File: config.mk
export PLATFORM = sky130hd
export DESIGN_NAME = mem_block_decode
export DESIGN_NICKNAME = d
export VERILOG_FILES = /design/src/rtl/mem_decode_pkg.sv /design/src/rtl/shadow_kill_ctl.sv /design/src/rtl/blk_mode_table.sv /design/src/rtl/access_steer.sv /design/src/rtl/mem_block_decode.sv
export SDC_FILE = /design/constraint.sdc
export NUM_CORES = 1
export LEC_CHECK = 0
export BUFFER_PORTS_ARGS = -buffer_cell sky130_fd_sc_hd__buf_2
export CORE_UTILIZATION = 27
export DETAILED_ROUTE_END_ITERATION = 7
export HOLD_SLACK_MARGIN = 0.08
export PLACE_DENSITY_LB_ADDON = 0.08
export SETUP_SLACK_MARGIN = 0.15
export SLEW_MARGIN = 10
export SYNTH_ARGS = -nofsm -noshare
export SYNTH_HDL_FRONTEND = slang
export SYNTH_HIERARCHICAL = 1
export SYNTH_SLANG_ARGS = --single-unit
File: constraint.sdc
create_clock -name clk_i -period 1.6 [get_ports clk_i]
set_clock_uncertainty 0.2 [all_clocks]
set_input_delay 0.08 -clock clk_i [delete_from_list [all_inputs] [get_ports clk_i]]
set_output_delay 0.08 -clock clk_i [all_outputs]
set_load 0.01 [all_outputs]
File: src/rtl/mem_decode_pkg.sv
package mem_decode_pkg;
  typedef enum logic [1:0] {
    MODE_EXT = 2'b00,
    MODE_RAM = 2'b01,
    MODE_ROM = 2'b10,
    MODE_SHD = 2'b11
  } blk_mode_e;
endpackage

File: src/rtl/shadow_kill_ctl.sv
module shadow_kill_ctl (
  input  logic clk_i,
  input  logic rst_ni,
  input  logic kill_src_i,
  input  logic card_sel_wr_i,
  input  logic card_sel_d_i,
  input  logic port_wr_i,
  input  logic port_d0_i,
  output logic kill_o
);
  logic oneshot_q, port_q;

  always_ff @(posedge clk_i or negedge rst_ni) begin
    if (!rst_ni) begin
      oneshot_q <= 1'b0;
      port_q    <= 1'b0;
    end else begin
      if (card_sel_wr_i && !card_sel_d_i) oneshot_q <= 1'b1;
      if (port_wr_i) port_q <= port_d0_i;
    end
  end

  assign kill_o = kill_src_i ? port_q : oneshot_q;

  AST_ONESHOT_STICKY: assert property (@(posedge clk_i) disable iff (!rst_ni)
    oneshot_q |=> oneshot_q);
  AST_PORT_LOAD: assert property (@(posedge clk_i) disable iff (!rst_ni)
    port_wr_i |=> (port_q == $past(port_d0_i)));
endmodule

File: src/rtl/blk_mode_table.sv
module blk_mode_table
  import mem_decode_pkg::*;
#(
  parameter int BLK_W   = 3,
  localparam int NUM_BLK = 1 << BLK_W
) (
  input  logic [NUM_BLK-1:0] ram_en_i,
  input  logic [NUM_BLK-1:0] rom_en_i,
  input  logic [BLK_W-1:0]   blk_i,
  output blk_mode_e          mode_o
);
  blk_mode_e modes [NUM_BLK];

  for (genvar g = 0; g < NUM_BLK; g++) begin : g_blk
    assign modes[g] = blk_mode_e'({rom_en_i[g], ram_en_i[g]});
  end

  assign mode_o = modes[blk_i];
endmodule

File: src/rtl/access_steer.sv
module access_steer
  import mem_decode_pkg::*;
(
  input  blk_mode_e mode_i,
  input  logic      kill_i,
  input  logic      rd_i,
  input  logic      wr_i,
  output logic      ram_cs_o,
  output logic      rom_cs_o,
  output logic      ram_we_o,
  output logic      rom_oe_o,
  output logic      ext_o
);
  logic rd_only, rom_reads;

  assign rd_only   = rd_i && !wr_i;
  // ROM reads in ROM mode, and in shadow mode while the overlay lives
  assign rom_reads = (mode_i == MODE_ROM) || (mode_i == MODE_SHD && !kill_i);

  always_comb begin
    ram_cs_o = 1'b0;
    rom_cs_o = 1'b0;
    ram_we_o = 1'b0;
    rom_oe_o = 1'b0;
    ext_o    = 1'b0;
    if (mode_i == MODE_EXT) begin
      ext_o = rd_i || wr_i;
    end else if (wr_i) begin
      ram_cs_o = 1'b1;
      ram_we_o = 1'b1;
    end else if (rd_only) begin
      rom_cs_o = rom_reads;
      rom_oe_o = rom_reads;
      ram_cs_o = !rom_reads;
    end
  end
endmodule

File: src/rtl/mem_block_decode.sv
module mem_block_decode
  import mem_decode_pkg::*;
#(
  parameter int ADDR_W = 16,
  parameter int BLK_W  = 3,
  parameter int ROM_AW = 15,
  localparam int NUM_BLK = 1 << BLK_W
) (
  input  logic              clk_i,
  input  logic              rst_ni,
  input  logic [ADDR_W-1:0] addr_i,
  input  logic              mem_rd_i,
  input  logic              mem_wr_i,
  input  logic [NUM_BLK-1:0] ram_en_i,
  input  logic [NUM_BLK-1:0] rom_en_i,
  input  logic              kill_src_i,
  input  logic              card_sel_wr_i,
  input  logic              card_sel_d_i,
  input  logic              port_wr_i,
  input  logic              port_d0_i,
  output logic              ram_cs_o,
  output logic              rom_cs_o,
  output logic              ram_we_o,
  output logic              rom_oe_o,
  output logic              ext_o,
  output logic [ROM_AW-1:0] rom_addr_o
);
  logic      kill;
  blk_mode_e mode;

  shadow_kill_ctl u_kill (
    .clk_i(clk_i), .rst_ni(rst_ni), .kill_src_i(kill_src_i),
    .card_sel_wr_i(card_sel_wr_i), .card_sel_d_i(card_sel_d_i),
    .port_wr_i(port_wr_i), .port_d0_i(port_d0_i), .kill_o(kill)
  );

  blk_mode_table #(.BLK_W(BLK_W)) u_tbl (
    .ram_en_i(ram_en_i), .rom_en_i(rom_en_i),
    .blk_i(addr_i[ADDR_W-1 -: BLK_W]), .mode_o(mode)
  );

  access_steer u_steer (
    .mode_i(mode), .kill_i(kill), .rd_i(mem_rd_i), .wr_i(mem_wr_i),
    .ram_cs_o(ram_cs_o), .rom_cs_o(rom_cs_o), .ram_we_o(ram_we_o),
    .rom_oe_o(rom_oe_o), .ext_o(ext_o)
  );

  // ROM is half the map: upper half mirrors lower
  assign rom_addr_o = addr_i[ROM_AW-1:0];

  AST_ONE_TARGET: assert property (@(posedge clk_i) disable iff (!rst_ni)
    $onehot0({ram_cs_o, rom_cs_o, ext_o}));
  AST_ROM_NO_WRITE: assert property (@(posedge clk_i) disable iff (!rst_ni)
    mem_wr_i |-> !rom_cs_o && !rom_oe_o);
  AST_IDLE_QUIET: assert property (@(posedge clk_i) disable iff (!rst_ni)
    (!mem_rd_i && !mem_wr_i) |-> !(ram_cs_o || rom_cs_o || ext_o || ram_we_o));
  AST_WE_WITH_CS: assert property (@(posedge clk_i) disable iff (!rst_ni)
    ram_we_o |-> ram_cs_o && mem_wr_i);
endmodule

# Word level (Yosys, flattened, before mapping)
# Index checks and enable logic that the tools add are counted.
[word_totals]
register_bits = 2
latchBits = 0
ramBits = 0
romBits = 0
out_inout_bits = 20
word_cells = 29
memories = 0
[op_classes]
add_sub_neg = 0
multipliers = 0
n_div = 0
n_lt_le_gt_ge = 1
n_eq_ne = 2
shifts = 0
mux = 13
bitwise = 1
n_reduce_logical = 10
[ops]
columns = ["operator", "n"]
rows = [
  ["1-bit two-way mux", 10],
  ["2-bit binary-select mux with 3-bit select", 1],
  ["2-bit == test (second input constant)", 2],
  ["4-bit greater-or-equal comparator (second input constant)", 1],
  ["1-bit zero test", 4],
  ["2-bit two-way mux", 2],
  ["3-bit inverter with 4-bit output", 1],
  ["1-bit logical AND", 3],
  ["2-bit zero test", 1],
  ["1-bit logical OR", 2],
]

# Depth between registers and ports, before layout
[depth]
depth_word = 11
depth_mapped = 5
ltp_nobuf = 4

# By module
# Netlist, hierarchy kept.
[modules_own_cells]
columns = ["module", "n_inst", "cells_each", "area_per_inst_um2"]
rows = [
  ["blk_mode_table", 1, 6, 127.6],
  ["mem_block_decode", 1, 15, 112.6],
  ["shadow_kill_ctl", 1, 6, 87.6],
  ["access_steer", 1, 8, 50.0],
]

# Least setup slack after synthesis
# No wires, ideal clock.
[synth_path]
path_kind = "input to output"
start = "input port addr_i[13]"
end = "output port rom_oe_o"
arrival_time_ns = 1.492
t_required_ns = 1.320
slack_ns = -0.172
stages = 4
path_buffers = 1
cell_sequence = "mux4_1 mux2_2 a211oi_1 buf_4"
[synth_between]
elab_chain_len = 10
[synth_lines]
columns = ["element", "line_no", "source"]
rows = [
  ["start: declaration", "mem_block_decode.sv:11", "input logic [ADDR_W-1:0] addr_i,"],
  ["3-bit inverter with 4-bit output (not written as such) (*)", "blk_mode_table.sv:18", "assign mode_o = modes[blk_i];"],
  ["2-bit binary-select mux with 3-bit select (*)", "blk_mode_table.sv:18", ""],
  ["2-bit two-way mux (not written as such) (*) (2 in a row)", "blk_mode_table.sv:18", ""],
  ["net mode[0]", "mem_block_decode.sv:29", "blk_mode_e mode;"],
  ["2-bit == test", "access_steer.sv:18", "assign rom_reads = (mode_i == MODE_ROM) || (mode_i == MODE_SHD && !kill_i);"],
  ["1-bit logical AND", "access_steer.sv:18", ""],
  ["1-bit logical OR", "access_steer.sv:18", ""],
  ["1-bit two-way mux (2 in a row)", "--", ""],
  ["1-bit two-way mux (*)", "--", ""],
  ["end: declaration", "mem_block_decode.sv:24", "output logic rom_oe_o,"],
]
# Mark *: on every way through the listed nets, which the timed path passes. The rest lies on a longest branch. The select of a mux whose other input is x is not followed.

# Worst setup path after layout
[layout_path]
start = "input port addr_i[13]"
end = "output port ram_cs_o"
[layout_between]
elab_chain_len = 11
[layout_lines]
columns = ["element", "line_no", "source"]
rows = [
  ["3-bit inverter with 4-bit output (not written as such) (*)", "blk_mode_table.sv:18", ""],
  ["2-bit binary-select mux with 3-bit select (*)", "blk_mode_table.sv:18", ""],
  ["2-bit two-way mux (not written as such) (*) (2 in a row)", "blk_mode_table.sv:18", ""],
  ["net mode[1]", "mem_block_decode.sv:29", ""],
  ["2-bit == test", "access_steer.sv:18", ""],
  ["1-bit logical AND", "access_steer.sv:18", ""],
  ["1-bit logical OR", "access_steer.sv:18", ""],
  ["1-bit zero test", "access_steer.sv:34", "ram_cs_o = !rom_reads;"],
  ["1-bit two-way mux", "access_steer.sv:31", "end else if (rd_only) begin"],
  ["1-bit two-way mux", "access_steer.sv:28", "end else if (wr_i) begin"],
  ["1-bit two-way mux (*)", "access_steer.sv:26", "if (mode_i == MODE_EXT) begin"],
  ["end: declaration", "mem_block_decode.sv:21", "output logic ram_cs_o,"],
]
# Marks and branches as above.

==> results.cfg <==
[outcome]
outcome = complete, but fails checks
violations = setup timing

[timing]
timing.final.ws_setup_ns = -0.129
rsz0062_at_grt = true
drv_slew = 0
max_freq_ghz = 0.578
fin_crit_ns = 1.73
tightestPinTransition_ns = 0.164
slew_headroom_pct = 89.1
timing.final.crit_share_pct = 108
hold_violations = 0
setup_tns_ns = -0.392
setup_viol = 4

[critical_path]
cp_top_family = multiplexers
arrival_ns = 1.45
critPathMaxStageDelay_ns = 0.49
slowest_stage = mux4_2
cp_max_fo = 5
end_kind = output port
cp_num_buf_inv = 2
required_ns = 1.32
start_kind = primary input
crit_type = primary input to output port
worstPathCellList = buf_12 > mux4_2 > mux2_4 > o21a_1 > a31o_1 > buf_2

[synth]
synth_compound_area_share_pct = 8.28
synthMuxAreaShare_pct = 40.7
synthSimpleGateAreaFrac_pct = 4.97
ys_types = 15
synthesis.area_um2 = 378
syn_avg_cell_area_um2 = 10.8
ys_ff_latch = 2
yosysSeqAreaShare_pct = 13.2
synthXorXnorAreaFrac_pct = 0
synth_fa_ha_area_share_pct = 0
syn-num-nets = 76
yosys_warnings = 6
synth_top_family_by_area = multiplexers
syn_inst = 35

[power_and_ir_drop]
leakage_nw = 0.349
max-vdd-ir-drop_uv = 301
powerDensity_nw_per_um2 = 501
power_w = 0.000356

[clock_tree]
insertion_delay_ns = 0.22
htreeDepth = 1
cts_setup_buffers = 0
cts_tree = built
cts_buffer_depth = 2
cts.sinks = 2
cts_root_buf = clkbuf_4
cts-buffers-inserted = 3

[layout]
drive_gt1_share_pct = 62.8
final_cell_mix = buf_2 (33), dlygate4sd3_1 (19), mux4_2 (4), clkbuf_4 (3), mux2_4 (3)
nets = 121
syn_to_final_growth_pct = 88.1
num_antenna_cells = 0
final_common_cell = buf_2
fillers = 126

[drt]
vias_per_cell = 4.47
postRouteWirelength_um = 1020
vias = 416
first_pass_iters = 2
drtIter0Drc = 2
drcViolationCount = 0
ant_nets = 0
routedWlPerCell_um = 10.9

[job]
drv_cap = 0

[floorplanning]
initial_core_util_pct = 29.0
dieWidth_um = 39.4
dieArea_um2 = 1550
ios = 61
core_area_um2 = 1300
core.rowCount = 13
dieHeight_um = 39.4

[grt]
grt_pass1_wl_um = 1410
grt_pass1_vias = 380
antenna_found_initial = 0
grt_start_max_net_pins = 6
gr-total-overflow = 0
grt_use_total_pct = 14.5

[placement]
port_buffers = 34
gp_congestion = 0.609

[min_path]
hold_path.class = primary input to output port
layer usage:
metal	part of all wire [%]	up-vias	GRT usage (%)
met4	0	0	10.3
li1	-	197	-
met3	10	0	5.11
met1	32	183	11.3
met2	57	36	28.3
met5	0	-	0
sequential cells by signal (all words and copies together) (netlist names):
register / count
u_kill/oneshot_q: 1
u_kill/port_q: 1
path summary, 6_finish.rpt:
check,from,endpoint,cells past startpoint,slack (ns)
max,addr_i[13],ram_cs_o,6,-0.13
min reg2reg,u_kill/oneshot_q,u_kill/oneshot_q,1,0.25
max reg2reg,u_kill/port_q,u_kill/port_q,1,0.64
min in group asynchronous,rst_ni,u_kill/oneshot_q,3,0.51
min,addr_i[13],rom_addr_o[13],2,0.17
max in group asynchronous,rst_ni,u_kill/port_q,3,0.56
area by class of cell:
| cell class | instances | area [um^2] | share of cell area [%] |
|---|---|---|---|
| Clock buffer | 3 | 22.5 | 3.17 |
| Inverter | 1 | 3.75 | 0.528 |
| Timing Repair Buffer | 56 | 402 | 56.5 |
| Tap cell | 15 | 18.8 | 2.64 |
| Sequential cell | 2 | 50.0 | 7.04 |
| Multi-Input combinational cell | 16 | 214 | 30.1 |
report_power, final:
group | total, W | leakage [nW] | switching, W | internal [W]
Combinational | 0.000190 | 0.315 | 0.0000691 | 0.000121
Clock | 0.000111 | 0.0138 | 0.0000287 | 0.0000827
Sequential | 0.0000548 | 0.0204 | 0.00000131 | 0.0000535
cell families (layout without fill, tap and decap cells):
| logic type | Yosys count | after routing |
|---|---|---|
| AND/OR/NAND/NOR | 4 | 4 |
| multiplexers | 8 | 8 |
| flip-flops | 2 | 2 |
| buffers and inverters | 17 | 60 |
| AO/OA/AOI/OAI | 4 | 4 |
what timing repair did:
action | in CTS | in global routing
gates resized for setup | 5 | 1
hold buffers | 19 | 0
setup endpoints to repair | 5 | 5
pin swaps | 2 | 1
hold endpoints to repair | 17 | 0
cell usage after synthesis:
library cell | instances | area (um^2)
mux2_4 | 1 | 15.0
nor3_1 | 1 | 5.00
a211oi_1 | 1 | 7.51
nor2_1 | 1 | 3.75
nand2_1 | 1 | 3.75
nand2b_1 | 1 | 6.26
a21o_1 | 1 | 7.51
o21a_1 | 1 | 7.51
dfrtp_1 | 2 | 50.1
a31o_1 | 1 | 8.76
mux2_1 | 1 | 11.3
inv_1 | 1 | 3.75
mux4_1 | 4 | 105
mux2_2 | 2 | 22.5
buf_4 | 16 | 120
metrics by stage:
stage	hold WS [ns]	setup slack (ns)	util (%)	area [um^2]	instances
4_1_cts	0.179	-0.152	54.2	706	93
3_5_place_dp	-0.333	-0.242	36.4	474	71
6_report	0.169	-0.129	54.6	711	93
3_3_place_gp	-0.333	-0.218	36.4	474	71
2_1_floorplan	-0.416	0.0177	-	383	35
5_1_grt	0.180	-0.170	54.6	711	93
Note: power is estimated with default switching activity, not from simulation.
